===== config.mk =====
export PLATFORM = sky130hd
export DESIGN_NAME = refdiv_tap_sel
export DESIGN_NICKNAME = d
export VERILOG_FILES = /design/src/rtl/refdiv_pkg.sv /design/src/rtl/refdiv_prog.sv /design/src/rtl/refdiv_octave.sv /design/src/rtl/refdiv_pick.sv /design/src/rtl/refdiv_tap_sel.sv
export SDC_FILE = /design/constraint.sdc
export NUM_CORES = 1
export LEC_CHECK = 0
export ABC_AREA = 1
export BUFFER_PORTS_ARGS = -buffer_cell sky130_fd_sc_hd__buf_2
export CORE_MARGIN = 1.5
export CORE_UTILIZATION = 40
export CTS_CLUSTER_SIZE = 20
export DETAILED_ROUTE_END_ITERATION = 8
export HOLD_SLACK_MARGIN = 0.06
export PLACE_DENSITY = 0.62
export SYNTH_ARGS = -nofsm -noshare
export SYNTH_HDL_FRONTEND = slang
export SYNTH_HIERARCHICAL = 1
export SYNTH_SLANG_ARGS = --single-unit

===== constraint.sdc =====
create_clock -name clk -period 2.7 [get_ports clk]
set_clock_uncertainty 0.2 [all_clocks]
set_input_delay 0.54 -clock clk [delete_from_list [all_inputs] [get_ports clk]]
set_output_delay 0.54 -clock clk [all_outputs]
set_load 0.005 [all_outputs]

===== src/rtl/refdiv_pkg.sv =====
package refdiv_pkg;
  localparam int TAP_COUNT = 4;
  localparam int SEL_W     = $clog2(TAP_COUNT);

  typedef logic [SEL_W-1:0] tap_sel_t;

  // Map a select code onto a tap index; the reversed decode mirrors it.
  function automatic tap_sel_t tap_index(input tap_sel_t code, input bit reverse);
    return reverse ? tap_sel_t'(TAP_COUNT - 1 - int'(code)) : code;
  endfunction
endpackage


===== src/rtl/refdiv_prog.sv =====
module refdiv_prog #(
  parameter int RATIO_W   = 10,
  parameter int MIN_RATIO = 4
) (
  input  logic               clk,
  input  logic               rst,
  input  logic               run,
  input  logic [RATIO_W-1:0] ratio,
  output logic               tc
);
  localparam logic [RATIO_W-1:0] FLOOR = RATIO_W'(MIN_RATIO);

  logic [RATIO_W-1:0] pos;
  logic [RATIO_W-1:0] active;
  logic [RATIO_W-1:0] clamped;

  assign clamped = (ratio < FLOOR) ? FLOOR : ratio;
  assign tc      = run && (pos == active - RATIO_W'(1));

  always_ff @(posedge clk) begin
    if (rst || !run) begin
      pos    <= '0;
      active <= clamped;
    end else if (tc) begin
      pos    <= '0;
      active <= clamped;
    end else begin
      pos    <= pos + RATIO_W'(1);
    end
  end


  ratio_floor_chk: assert property (@(posedge clk) disable iff (rst)
    $past(!rst) |-> active >= FLOOR);


  pos_range_chk: assert property (@(posedge clk) disable iff (rst)
    $past(!rst) |-> pos < active);


  hold_ratio_chk: assert property (@(posedge clk) disable iff (rst)
    (run && !tc) |=> $stable(active));
endmodule


===== src/rtl/refdiv_octave.sv =====
module refdiv_octave
  import refdiv_pkg::*;
#(
  parameter int TAPS = TAP_COUNT
) (
  input  logic            clk,
  input  logic            rst,
  input  logic            run,
  input  logic            tc,
  output logic [TAPS-1:0] tap_hit
);
  localparam int CW = TAPS - 1;

  logic [CW-1:0] oct;

  always_ff @(posedge clk) begin
    if (rst || !run) oct <= '0;
    else if (tc)     oct <= oct + CW'(1);
  end

  for (genvar k = 0; k < TAPS; k++) begin : g_tap
    if (k == 0) begin : g_base
      assign tap_hit[k] = tc;
    end else begin : g_div
      assign tap_hit[k] = tc && (&oct[k-1:0]);
    end
  end


  octave_hold_chk: assert property (@(posedge clk) disable iff (rst)
    (run && !tc) |=> $stable(oct));


  octave_clear_chk: assert property (@(posedge clk) disable iff (rst)
    !run |=> oct == '0);
endmodule


===== src/rtl/refdiv_pick.sv =====
module refdiv_pick
  import refdiv_pkg::*;
#(
  parameter int TAPS    = TAP_COUNT,
  parameter bit REVERSE = 1'b0
) (
  input  logic            clk,
  input  logic            rst,
  input  logic            enable,
  input  tap_sel_t        sel,
  input  logic [TAPS-1:0] tap_hit,
  output logic            pulse
);
  tap_sel_t idx;

  assign idx = tap_index(sel, REVERSE);

  always_ff @(posedge clk) begin
    if (rst) pulse <= 1'b0;
    else     pulse <= enable && tap_hit[idx];
  end


  one_wide_chk: assert property (@(posedge clk) disable iff (rst)
    pulse |=> !pulse);


  gated_off_chk: assert property (@(posedge clk) disable iff (rst)
    !enable |=> !pulse);
endmodule


===== src/rtl/refdiv_tap_sel.sv =====
module refdiv_tap_sel
  import refdiv_pkg::*;
#(
  parameter int RATIO_W   = 10,
  parameter int MIN_RATIO = 4
) (
  input  logic               clk,
  input  logic               rst,
  input  logic [RATIO_W-1:0] ratio,
  input  logic [1:0]         main_sel,
  input  logic [1:0]         aux_sel,
  input  logic               main_en,
  input  logic               aux_en,
  output logic               main_pulse,
  output logic               aux_pulse
);
  logic                 run;
  logic                 tc;
  logic [TAP_COUNT-1:0] tap_hit;

  assign run = main_en | aux_en;

  refdiv_prog #(.RATIO_W(RATIO_W), .MIN_RATIO(MIN_RATIO)) prog_i (
    .clk(clk), .rst(rst), .run(run), .ratio(ratio), .tc(tc)
  );

  refdiv_octave #(.TAPS(TAP_COUNT)) octave_i (
    .clk(clk), .rst(rst), .run(run), .tc(tc), .tap_hit(tap_hit)
  );

  refdiv_pick #(.TAPS(TAP_COUNT), .REVERSE(1'b0)) main_pick_i (
    .clk(clk), .rst(rst), .enable(main_en), .sel(tap_sel_t'(main_sel)),
    .tap_hit(tap_hit), .pulse(main_pulse)
  );

  refdiv_pick #(.TAPS(TAP_COUNT), .REVERSE(1'b1)) aux_pick_i (
    .clk(clk), .rst(rst), .enable(aux_en), .sel(tap_sel_t'(aux_sel)),
    .tap_hit(tap_hit), .pulse(aux_pulse)
  );


  reset_quiet_chk: assert property (@(posedge clk)
    rst |=> !main_pulse && !aux_pulse);


  idle_quiet_chk: assert property (@(posedge clk) disable iff (rst)
    !run |=> !main_pulse && !aux_pulse);
endmodule


======== After elaboration in Yosys (flattened, before gate mapping) ========
Cells that the tools add are included.
cells by class
  add/subtract/negate cells ............... 4
  muxes and demuxes ....................... 7
  multiply operators ...................... 0
  equality and inequality tests ........... 1
  bitwise gates (word level) .............. 1
  shifts and indexed selects .............. 0
  reductions and logical operators ........ 12
  $lt $le $gt $ge ......................... 3
  divide/modulo/power cells ............... 0
operators with widths
  operator                 number
  $mux W10                 3
  $add A10 B1 Y10 const B  1
  $eq A10 B10 Y1           1
  $lt A10 B3 Y1 const B    1
  $sub A10 B1 Y10 const B  1
  $logic_and A1 B1 Y1      6
  $lt A2 B3 Y1 const B     2
  $bmux W1 S2              2
  $add A3 B1 Y3 const B    1
  $reduce_and A3 Y1        1
  $mux W1                  2
  $reduce_and A2 Y1        1
  $reduce_bool A2 Y1       1
  $reduce_or A2 Y1         1
  $sub A2 B2 Y2 const A    1
  $logic_not A1 Y1         1
  $logic_or A1 B1 Y1       1
  $or A1 B1 Y1             1
storage, ports and cells
  latch bits .............................. 0
  bits in writable memories ............... 0
  memories kept ........................... 0
  memory bits (read-only) ................. 0
  output and inout port bits .............. 2
  register bits ........................... 25

======== Depth between registers and ports, before layout ========
Gate-level depths: netlist (run 1).
  depth after elaboration ................. 7
  depth in mapped cells ................... 17
  gate-level depth less buffers ........... 17

======== Cells and area by module ========
Netlist (run 1), hierarchy kept.
by module, submodules not included
  module          area each (sq um)  cells an instance  instances
  refdiv_prog     1222.4             165                1
  refdiv_octave   168.9              25                 1
  refdiv_pick     78.8               15                 2
  refdiv_tap_sel  11.3               3                  1

======== Least setup slack after synthesis (run 1) ========
No wires, ideal clock.
  kind .................................... register -> register
  start point ............................. register prog_i.active[0]
  end point ............................... register aux_pick_i.pulse
  stages on the path, launching flop included .. 17
  buffers on the path ..................... 0
  setup slack ............................. 0.655 ns
  required time ........................... 2.438 ns
  data arrival time ....................... 1.783 ns
  period minus slack after synthesis ...... 2.045 ns
  library setup time ...................... 0.062 ns
  path through ............................ edfxtp_1 inv_1 ha_1 nand2_1 nor2_1 nand2_1 a21oi_1 nand2_1 nor2_1 nand2_1 inv_1 nand2_1 inv_1 inv_1 nor2_1 nor2_1 nor2_2
between the ends
  cells in the longest elaborated chain, start to end .. 7
  elaborated cells on any way between the ends .. 9
RTL lines
  what                           line                  source
  start, declared                refdiv_prog.sv:14     logic [RATIO_W-1:0] active;
  start signal, assigned         refdiv_prog.sv:23     active <= clamped;
  start signal, assigned         refdiv_prog.sv:26     active <= clamped;
  $sub A10 B1 Y10                refdiv_prog.sv:18     assign tc = run && (pos == active - RATIO_W'(1));
  $eq A10 B10 Y1                 refdiv_prog.sv:18
  $logic_and A1 B1 Y1            refdiv_prog.sv:18
  named net tc                   refdiv_tap_sel.sv:18  logic tc;
  $logic_and A1 B1 Y1            refdiv_octave.sv:25   assign tap_hit[k] = tc && (&oct[k-1:0]);
  named net tap_hit[1]           refdiv_tap_sel.sv:19  logic [TAP_COUNT-1:0] tap_hit;
  $bmux W1 S2                    refdiv_pick.sv:20     else pulse <= enable && tap_hit[idx];
  $mux W1 (implied by the code)  refdiv_pick.sv:20
  $logic_and A1 B1 Y1            refdiv_pick.sv:20
  end signal, assigned           refdiv_pick.sv:20
  end, declared                  refdiv_pick.sv:12     output logic pulse
The timed path passes the listed nets, and every way through them passes these cells. The select of a mux whose other input is x is not followed.
A chain may end at the register's enable or synchronous reset.

======== Worst setup path in the final report (run 1) ========
Same ends and word-level chain as after synthesis.

==> results_dict.tcl, run 1 <==
set metrics [dict create \
    p_leak_nw 0.8407 \
    hold_path_class "primary input to register" \
    path_max_fanout 8 \
    syn_area_mm2 0.001560 \
    cts-root-buf "clkbuf_8" \
    clock_sink_count 25 \
    die-area_mm2 0.004284 \
    avgSynthCellArea_um2 6.997 \
    cp-start-kind "register" \
    arrival_ns 2.35 \
    path_clk_slew_ns 0.09 \
    hold-path-cell-count 1 \
    end_kind "register" \
    clock_latency_ns 0.27 \
    reg2reg_setup_slack_ns 0.36 \
    cp.required_ns 2.72 \
    r2r_cells 16 \
    worst_pin_slew_ns 0.3702 \
    ctsLongestPathBuffers 2 \
    gp_congestion 0.7889 \
    antenna_cells 0 \
    ir_drop_v 0.0003770 \
    cts_buffers 3 \
    rsz0062_at_grt "no" \
    grt_pass1_vias 1147 \
    fillCellCount 388 \
    cts_resized 0 \
    setup_viol 0 \
    ctsHoldBuffers 0 \
    post-route-period-util 0.8648 \
    ctsHtreeMaxLevel 1 \
    hpwl_um 2084 \
    synth_seq_cells 25 \
    hold_start "ratio[4]" \
    dp_slack_ns 0.3700 \
    stdcell_count 287 \
    pin_count 20 \
    holdPathEnd "prog_i/active[4]" \
    synth.distinct_cells 21 \
    grt_start_max_net_pins 17 \
    portBuffers 19 \
    drt_drc_violations_left 0 \
    antenna_found_initial 0 \
    finalNetCount 262 \
    grt_pass1_wl_um 4602 \
    cap_violations 0 \
    drtPass1Iterations 4 \
    postRouteAntennaNets 0 \
    coreArea_mm2 0.003716 \
    finalHoldViolations 0 \
    placed_cells 283 \
    yosysWarnings 6 \
    fin_util 0.4670 \
    area_growth_pct 11.23 \
    grt_usage 0.1391 \
    fp.dieH_um 65.46 \
    drive_gt1_frac 0.1967 \
    placementRows 22 \
    drt_iter0_markers 44 \
    grt.overflow.total 0 \
    outcome "completed" \
    multi_input_area_um2 745.7 \
    maxSlewHeadroom 0.7523 \
    ys_seq_area_frac 0.3849 \
    ff_latch_area_um2 600.6 \
    synth_cells 223 \
    finalWorstSetupSlack_ns 0.3650 \
    worstSetupPathType "register to register" \
    via_count 1258 \
    finalCriticalPeriod_ns 2.335 \
    reg2reg_from "prog_i/active[0]" \
    cts_setup_buffers 0 \
    wl_per_cell_um 8.895 \
    wl_um 2553 \
    rr_endpoint "aux_pick_i/pulse" \
    cts_tree "done" \
    vias_per_cell 4.383 \
    p_per_area_mw_per_mm2 431.5 \
    fmax_ghz 0.4283 \
    finalSetupTns_ns 0 \
    slew_violations 0 \
    synthesis.nets 245 \
    holdWs_ns 0.2496 \
    start_util 0.4199 \
    die_w_um 65.46 \
]
-- sequential cells by signal, indices dropped and copies added, names as in the netlist --
register           flops
main_pick_i/pulse      1
prog_i/active         10
octave_i/oct           3
prog_i/pos            10
aux_pick_i/pulse       1
-- area by class of cell --
type	instances	share of cell area
Clock buffer	3	0.02379
Inverter	45	0.09733
Timing Repair Buffer	21	0.06345
Clock inverter	1	0.005047
Tap cell	48	0.03461
Multi-Input combinational cell	144	0.4297
Sequential cell	25	0.3461
-- synth_stat cells --
library cell	number	area, um2
clkbuf_1	7	26.28
nor2_2	16	100.1
ha_1	4	50.05
nand2_2	1	6.260
edfxtp_1	10	300.3
or2_2	1	6.260
nor3_1	3	15.01
buf_6	1	11.26
nand2_1	59	221.5
nor2_4	2	22.52
nand3_1	16	80.08
nor2_1	21	78.83
buf_4	1	7.510
a21oi_1	3	15.01
dfxtp_1	15	300.3
xor2_1	12	105.1
nor4_1	2	12.51
nand4_1	1	6.260
inv_1	43	161.4
inv_2	2	7.510
xnor2_1	3	26.28
-- per-stage QoR --
step	area [um2]	power (mW)
finish	1735	0.7489
global placement	1685	0.5265
global route	1735	0.7972
floorplan	1560	0.4971
detailed placement	1685	0.5258
CTS	1735	0.7665
-- worst max-delay path by stage --
| stage | from | to | slack, ns | cells past startpoint |
|---|---|---|---|---|
| after floorplan | prog_i/active[0] | aux_pick_i/pulse | 0.65 | 16 |
| after global placement | prog_i/active[0] | aux_pick_i/pulse | 0.41 | 16 |
| after detailed placement | prog_i/active[0] | aux_pick_i/pulse | 0.37 | 16 |
| after CTS | prog_i/active[0] | aux_pick_i/pulse | 0.35 | 16 |
| after global routing | prog_i/active[0] | aux_pick_i/pulse | 0.005 | 16 |
| final | prog_i/active[0] | aux_pick_i/pulse | 0.36 | 16 |
-- placed cells by master, fill, tap and decap left out --
master    netlist  routed
inv_1          43      43
dfxtp_1        15      15
buf_4           1       2
nand3_1        16      16
nor2_2         16      16
or2_2           1       1
nor3_1          3       3
nor4_1          2       2
xnor2_1         3       3
ha_1            4       4
a21oi_1         3       3
edfxtp_1       10      10
inv_6           0       1
inv_2           2       2
xor2_1         12      12
clkbuf_8        0       3
buf_2           0      19
nand4_1         1       1
nand2_2         1       1
nand2_1        59      59
nor2_4          2       2
nor2_1         21      21
-- per-layer routing --
metal  part of all wire  track usage  routed length [um]
met5                  0            0                   0
met4                  0      0.03125                   0
met3              0.038      0.03596                  97
met2               0.48       0.2526                1238
met1               0.48       0.1634                1216
-- worst max-delay path: stages (launching register included) --
cell      delay (ns)
edfxtp_1        0.44
inv_1           0.10
ha_1            0.23
nand2_1         0.13
nor2_2          0.15
nand3_1         0.08
nand2_1         0.09
nand2_1         0.05
nor2_1          0.08
nand2_1         0.08
inv_1           0.20
nand2_1         0.10
inv_1           0.09
inv_1           0.04
nor2_1          0.08
nor2_1          0.06
nor2_2          0.09
-- kinds of logic after synthesis --
group | count (synthesis) | share of synthesized area
xor gates and xnor gates | 15 | 0.08420
buffers and inverters | 54 | 0.1371
DFF | 25 | 0.3849
AOI/OAI and AO/OA | 3 | 0.009620
and+or+nand+nor | 122 | 0.3521
adders and majority gates | 4 | 0.03208
-- power by group --
| part | internal [mW] | switching, mW | total (mW) | leakage, nW |
|---|---|---|---|---|
| combinational | 0.0390 | 0.0545 | 0.0935 | 0.593 |
| sequential | 0.408 | 0.0146 | 0.423 | 0.221 |
| clock | 0.108 | 0.124 | 0.232 | 0.0261 |
Note: power is estimated with default switching activity, not from simulation.
==> run 2: changes to the inputs <==
--- a/config.mk
+++ b/config.mk
@@ -5,7 +5,7 @@
 export SDC_FILE = /design/constraint.sdc
 export NUM_CORES = 1
 export LEC_CHECK = 0
-export ABC_AREA = 1
+export ABC_AREA = 0
 export BUFFER_PORTS_ARGS = -buffer_cell sky130_fd_sc_hd__buf_2
 export CORE_MARGIN = 1.5
 export CORE_UTILIZATION = 40
==> run 2 against run 1 <==
  * The flow now finishes with violations (negative setup slack)
  * Power rose by 3.9%
  * Combinational power rose by 38%
  * Critical path depth fell by 7
  * First-iteration DRC count rose by 48%
  * Clock power barely moved
  * Global-route usage rose by 2.8 points
  * Fmax fell by 19%
  * Utilization rose by 5.7 points
  * Synthesized cell count fell by 30%
  * Die area rose by 3.7%
  * Sequential power fell by 1%
  * Highest routed layer is now met4
==> results_dict.tcl, run 2 <==
set metrics [dict create \
    path_max_fanout 5 \
    rsz0062_at_grt "yes" \
    cap_violations 0 \
    synthTopCellsByCount "15 x dfxtp_1, 13 x xnor2_1, 11 x nor2_1" \
    power.share.switching 0.2483 \
    synth_edf_count 10 \
    drt_drc_violations_left 0 \
    synth_area_leaders "dfxtp_1 19%, edfxtp_1 19%, nor4_2 7.7%, xnor2_1 7.0%, xor2_1 5.4%" \
    fillCellCount 342 \
    ctsLongestPathBuffers 2 \
    gr-usage-met3 0.04054 \
    finalCriticalPeriod_ns 2.883 \
    ys_seq_area_frac 0.3707 \
    use_met1 0.2036 \
    reg2reg_from "prog_i/active[5]" \
    worstSetupPathType "register to register" \
    p_clk_frac 0.298 \
    mostFrequentLayoutCell "buf_2" \
    hpwl_um 2553 \
    finalWorstSetupSlack_ns -0.1826 \
    path_clk_slew_ns 0.09 \
    wl_per_cell_um 13.94 \
    clock_sink_count 25 \
    largestRegisters "prog_i/active (10), prog_i/pos (10), octave_i/oct (3)" \
    pin_count 20 \
    clock_latency_ns 0.27 \
    grt_start_max_net_pins 14 \
    grt.overflow.total 0 \
    antenna_found_initial 0 \
    grt_usage 0.1672 \
    yosysWarnings 6 \
    fp.dieH_um 66.65 \
    wl_um 3262 \
    yosysMostFrequentCell "dfxtp_1" \
    synth.distinct_cells 45 \
    gp_congestion 0.8752 \
    synth_cells 156 \
    grt_pass1_wl_um 5561 \
    drt_iter0_markers 65 \
    finalNetCount 209 \
    ctsHtreeMaxLevel 1 \
    reg2reg_setup_slack_ns -0.18 \
    comb_power_share 0.165 \
    outcome "finished with violations" \
    synth_seq_cells 25 \
    finalHoldViolations 0 \
    cts-root-buf "clkbuf_8" \
    violations "negative setup slack" \
    hold_start "ratio[3]" \
    p_sw_uw 193.3 \
    multi_input_area_um2 993.5 \
    dp_slack_ns -0.2160 \
    crit_start "prog_i/active[5]" \
    vias_per_cell 5.346 \
    area_growth_pct 21.85 \
    busiest_layer "met2" \
    grt_pass1_vias 1276 \
    synthesis.nets 178 \
    fmax_ghz 0.3469 \
    p_per_area_mw_per_mm2 394.3 \
    die_w_um 66.65 \
    post-route-period-util 1.068 \
    ir_drop_v 0.0003632 \
    avgSynthCellArea_um2 10.39 \
    async_flop_share 0 \
    placementRows 22 \
    setup_viol 14 \
    maxSlewHeadroom 0.6720 \
    antenna_cells 0 \
    start_util 0.4297 \
    portBuffers 19 \
    postRouteAntennaNets 0 \
    slew_violations 0 \
    synth_top_area_frac 0.1853 \
    arrival_ns 2.86 \
    cts_tree "done" \
    pwr-share-seq 0.537 \
    p_int_uw 585.1 \
    cts_buffers 3 \
    fin_util 0.5236 \
    synthFlopType "dfxtp_1" \
    drive_gt1_frac 0.4086 \
    syn_area_mm2 0.001620 \
    ff_latch_area_um2 600.6 \
    worst_pin_slew_ns 0.4885 \
    coreArea_mm2 0.003771 \
    met2_usage 0.2963 \
    cp.required_ns 2.67 \
    final_cell_mix "19 x buf_2, 18 x buf_4, 15 x dfxtp_1, 12 x xnor2_1, 11 x nor2_1" \
    cp-start-kind "register" \
    via_count 1251 \
    drtPass1Iterations 4 \
    yosys.area.top_type "dfxtp_1" \
    end_kind "register" \
    die-area_mm2 0.004442 \
    hold_path_class "primary input to register" \
    p_leak_nw 0.7613 \
]
run 2: cell types whose count changed after synthesis, moves of 13 or more:
cell / previous run / this run
nand2_1: 59 / 10
inv_1: 43 / 4
nand3_1: 16 / 3
nor2_2: 16 / 1
run 2: cells by family after synthesis:
| group | count (synthesis) | synth area share |
|---|---|---|
| adder cells (fa/ha/maj) | 4 | 0.03089 |
| flip-flops | 25 | 0.3707 |
| AND/OR/NAND/NOR | 68 | 0.2896 |
| buffers and inverters | 18 | 0.07181 |
| XOR/XNOR | 23 | 0.1243 |
| multiplexers | 5 | 0.04633 |
| AO/OA/AOI/OAI | 13 | 0.06642 |
run 2: layout make-up:
type,count,share of cell area
timing repair buffer,39,0.1299
sequential,25,0.3042
multi-input combinational,114,0.5032
clock buffer,4,0.02471
tap,48,0.03042
inverter,4,0.007605
run 2: metal layers:
layer / vias to the layer above / part of all wire
met5: - / 0
met4: 0 / 0.0071
met3: 2 / 0.036
met2: 23 / 0.50
met1: 612 / 0.46
li1: 614 / -
run 2: worst paths after layout:
kind                      endpoint  cells after the start
setup / recovery  aux_pick_i/pulse                      9
hold / removal    prog_i/active[3]                      1
setup reg to reg  aux_pick_i/pulse                      9
hold reg to reg    octave_i/oct[2]                      2
run 2: through the flow:
step / hold slack [ns] / std cells / total power [mW] / cell area (um2) / TNS, ns
finish: 0.2627 / 234 / 0.7784 / 1974 / -1.696
global route: 0.2446 / 234 / 0.8163 / 1974 / -3.536
CTS: 0.2551 / 233 / 0.7860 / 1937 / -2.142
detailed placement: 0.2970 / 227 / 0.5497 / 1856 / -1.462
global placement: 0.2862 / 227 / 0.5451 / 1856 / -0.7294
floorplan: 0.2646 / 156 / 0.5072 / 1667 / -0.8475
run 2: power groups by stage:
stage	Clock, mW	Sequential (mW)	Combinational (mW)
CTS	0.242	0.418	0.126
finish	0.232	0.418	0.129
global route	0.256	0.420	0.140
global placement	0	0.426	0.119
detailed placement	0	0.427	0.123
floorplan	0	0.429	0.0779
run 2: worst max-delay path, stage by stage (launching register included):
cell      delay [ns]
edfxtp_1        0.38
or4_4           0.57
o31a_1          0.26
o21a_1          0.19
a31oi_2         0.17
nand2_1         0.08
and3_4          0.17
buf_4           0.13
mux4_2          0.44
and3b_1         0.18
run 2: timing repair:
| item | 4_1_cts | 5_1_grt |
|---|---|---|
| hold buffers | 0 | 0 |
| resized for setup | 5 | 6 |
| endpoints found under the setup margin | 14 | 23 |
| gates cloned | 1 | 0 |
| endpoints found under the hold margin | 0 | 0 |
| pin swaps | 2 | 2 |
| setup buffers | 1 | 1 |
==> run 3: changes to the inputs <==
--- a/config.mk
+++ b/config.mk
@@ -12,7 +12,7 @@
 export CTS_CLUSTER_SIZE = 20
 export DETAILED_ROUTE_END_ITERATION = 8
 export HOLD_SLACK_MARGIN = 0.06
-export PLACE_DENSITY = 0.62
+export PLACE_DENSITY = 0.68
 export SYNTH_ARGS = -nofsm -noshare
 export SYNTH_HDL_FRONTEND = slang
 export SYNTH_HIERARCHICAL = 1
==> run 3 against run 2 <==
  * The run still ends with negative setup slack left
  * Register-to-register slack worse by 0.06 ns
  * Clock power down 3%
  * Critical path depth unchanged
  * Utilization down 0.37 points
  * Largest cell class unchanged
==> results_dict.tcl, run 3 (synthesis gave the netlist of run 2 again) <==
set metrics [dict create \
    outcome "finished with violations" \
    violations "negative setup slack" \
    p_per_area_mw_per_mm2 392.5 \
    holdPathEnd "prog_i/active[9]" \
    grt_pass1_wl_um 5250 \
    largestRegisters "prog_i/active (10), prog_i/pos (10), octave_i/oct (3)" \
    worstSetupPathType "register to register" \
    cap_violations 0 \
    cts_buffers 3 \
    pin_count 20 \
    stdcell_count 234 \
    p_leak_nw 0.7549 \
    portBuffers 19 \
    antenna_found_initial 0 \
    cp-start-kind "register" \
    grt_start_max_net_pins 15 \
    hold-path-cell-count 1 \
    clock_latency_ns 0.27 \
    placed_cells 226 \
    path_max_fanout 6 \
    vias_per_cell 5.205 \
    grt_pass1_vias 1197 \
    die_w_um 66.65 \
    reg2reg_setup_slack_ns -0.24 \
    placementRows 22 \
    grt_usage 0.1569 \
    hpwl_um 2479 \
    postRouteAntennaNets 0 \
    power_uw 769.5 \
    maxSlewHeadroom 0.6530 \
    arrival_ns 2.92 \
    setup_viol 20 \
    hold_start "ratio[9]" \
    drive_gt1_frac 0.4086 \
    mostFrequentLayoutCell "buf_2" \
    area_growth_pct 21.00 \
    wl_per_cell_um 13.66 \
    fillCellCount 356 \
    ctsHtreeMaxLevel 1 \
    cp.required_ns 2.68 \
    worst_pin_slew_ns 0.5168 \
    drt_iter0_markers 50 \
    fp.dieH_um 66.65 \
    final_cell_mix "19 x buf_2, 18 x buf_4, 15 x dfxtp_1, 13 x xnor2_1, 11 x nor2_1" \
    start_util 0.4297 \
    finalNetCount 209 \
    cts_tree "done" \
    ctsLongestPathBuffers 2 \
    crit_start "prog_i/active[4]" \
    antenna_cells 0 \
    finalHoldViolations 0 \
    gp_congestion 0.8071 \
    rsz0062_at_grt "yes" \
    coreArea_mm2 0.003771 \
    path_clk_slew_ns 0.09 \
    fmax_ghz 0.3397 \
    die-area_mm2 0.004442 \
    rr_endpoint "main_pick_i/pulse" \
    finalCriticalPeriod_ns 2.944 \
    post-route-period-util 1.090 \
    drtPass1Iterations 4 \
    hold_path_class "primary input to register" \
    r2r_cells 9 \
    cts-root-buf "clkbuf_8" \
    finalWorstSetupSlack_ns -0.2439 \
    grt.overflow.total 0 \
    via_count 1218 \
    clock_sink_count 25 \
    slew_violations 0 \
    end_kind "register" \
    reg2reg_from "prog_i/active[4]" \
    wl_um 3196 \
    drt_drc_violations_left 0 \
    ctsHoldBuffers 0 \
    fin_util 0.5199 \
    ir_drop_v 0.0003058 \
]
-- run 3: worst max-delay path by stage --
stage / endpoint / depth (start not counted) / slack [ns]
floorplan: main_pick_i/pulse / 10 / -0.31
global placement: main_pick_i/pulse / 9 / -0.20
detailed placement: main_pick_i/pulse / 9 / -0.27
CTS: aux_pick_i/pulse / 9 / -0.22
global route: aux_pick_i/pulse / 9 / -0.32
finish: main_pick_i/pulse / 9 / -0.24
-- run 3: metal layers --
layer | vias to the layer above | global-route usage | wire length [um]
met5 | - | 0 | 0
met4 | 0 | 0.03061 | 27
met3 | 5 | 0.03547 | 116
met2 | 24 | 0.2825 | 1561
met1 | 575 | 0.1909 | 1490
li1 | 614 | - | -
-- run 3: layout make-up --
class	instances	area, um2	area share
multi-input cells	114	985.9	0.5029
flip-flops and latches	25	600.6	0.3063
repair buffers	39	252.7	0.1289
well taps	48	60.06	0.03063
clock buffers	3	41.29	0.02106
inverters	4	15.01	0.007658
clock inverters	1	5.005	0.002553
-- run 3: report_power, final --
group / leakage (nW) / internal (mW) / switching, mW
clock: 0.0255 / 0.103 / 0.121
combinational: 0.508 / 0.0626 / 0.0648
sequential: 0.221 / 0.407 / 0.0104
total: 0.755 / 0.573 / 0.196
-- run 3: critical path: stages, from the launching register on --
cell	delay, ns
edfxtp_1	0.39
or4_4	0.58
o31a_1	0.31
o21a_1	0.19
a31oi_2	0.17
nand2_1	0.09
and3_4	0.18
and2_4	0.14
mux4_2	0.44
and3b_1	0.17
-- run 3: repair_timing --
item                                    in CTS  in global routing
gates cloned                                 0                  1
pin swaps                                    2                  5
buffers inserted                             1                  3
resized for setup                            5                  4
endpoints found under the setup margin      12                 24
hold endpoints to repair                     0                  0
-- run 3: per-stage QoR --
step	setup slack, ns	TNS (ns)	hold WS (ns)	instance area, um2
2_1_floorplan	-0.3094	-0.8475	0.2646	1667
3_3_place_gp	-0.1957	-0.8947	0.2821	1848
3_5_place_dp	-0.2737	-1.400	0.3230	1848
4_1_cts	-0.2211	-1.226	0.2461	1919
5_1_grt	-0.3232	-3.803	0.2390	1961
6_report	-0.2439	-1.763	0.2552	1961
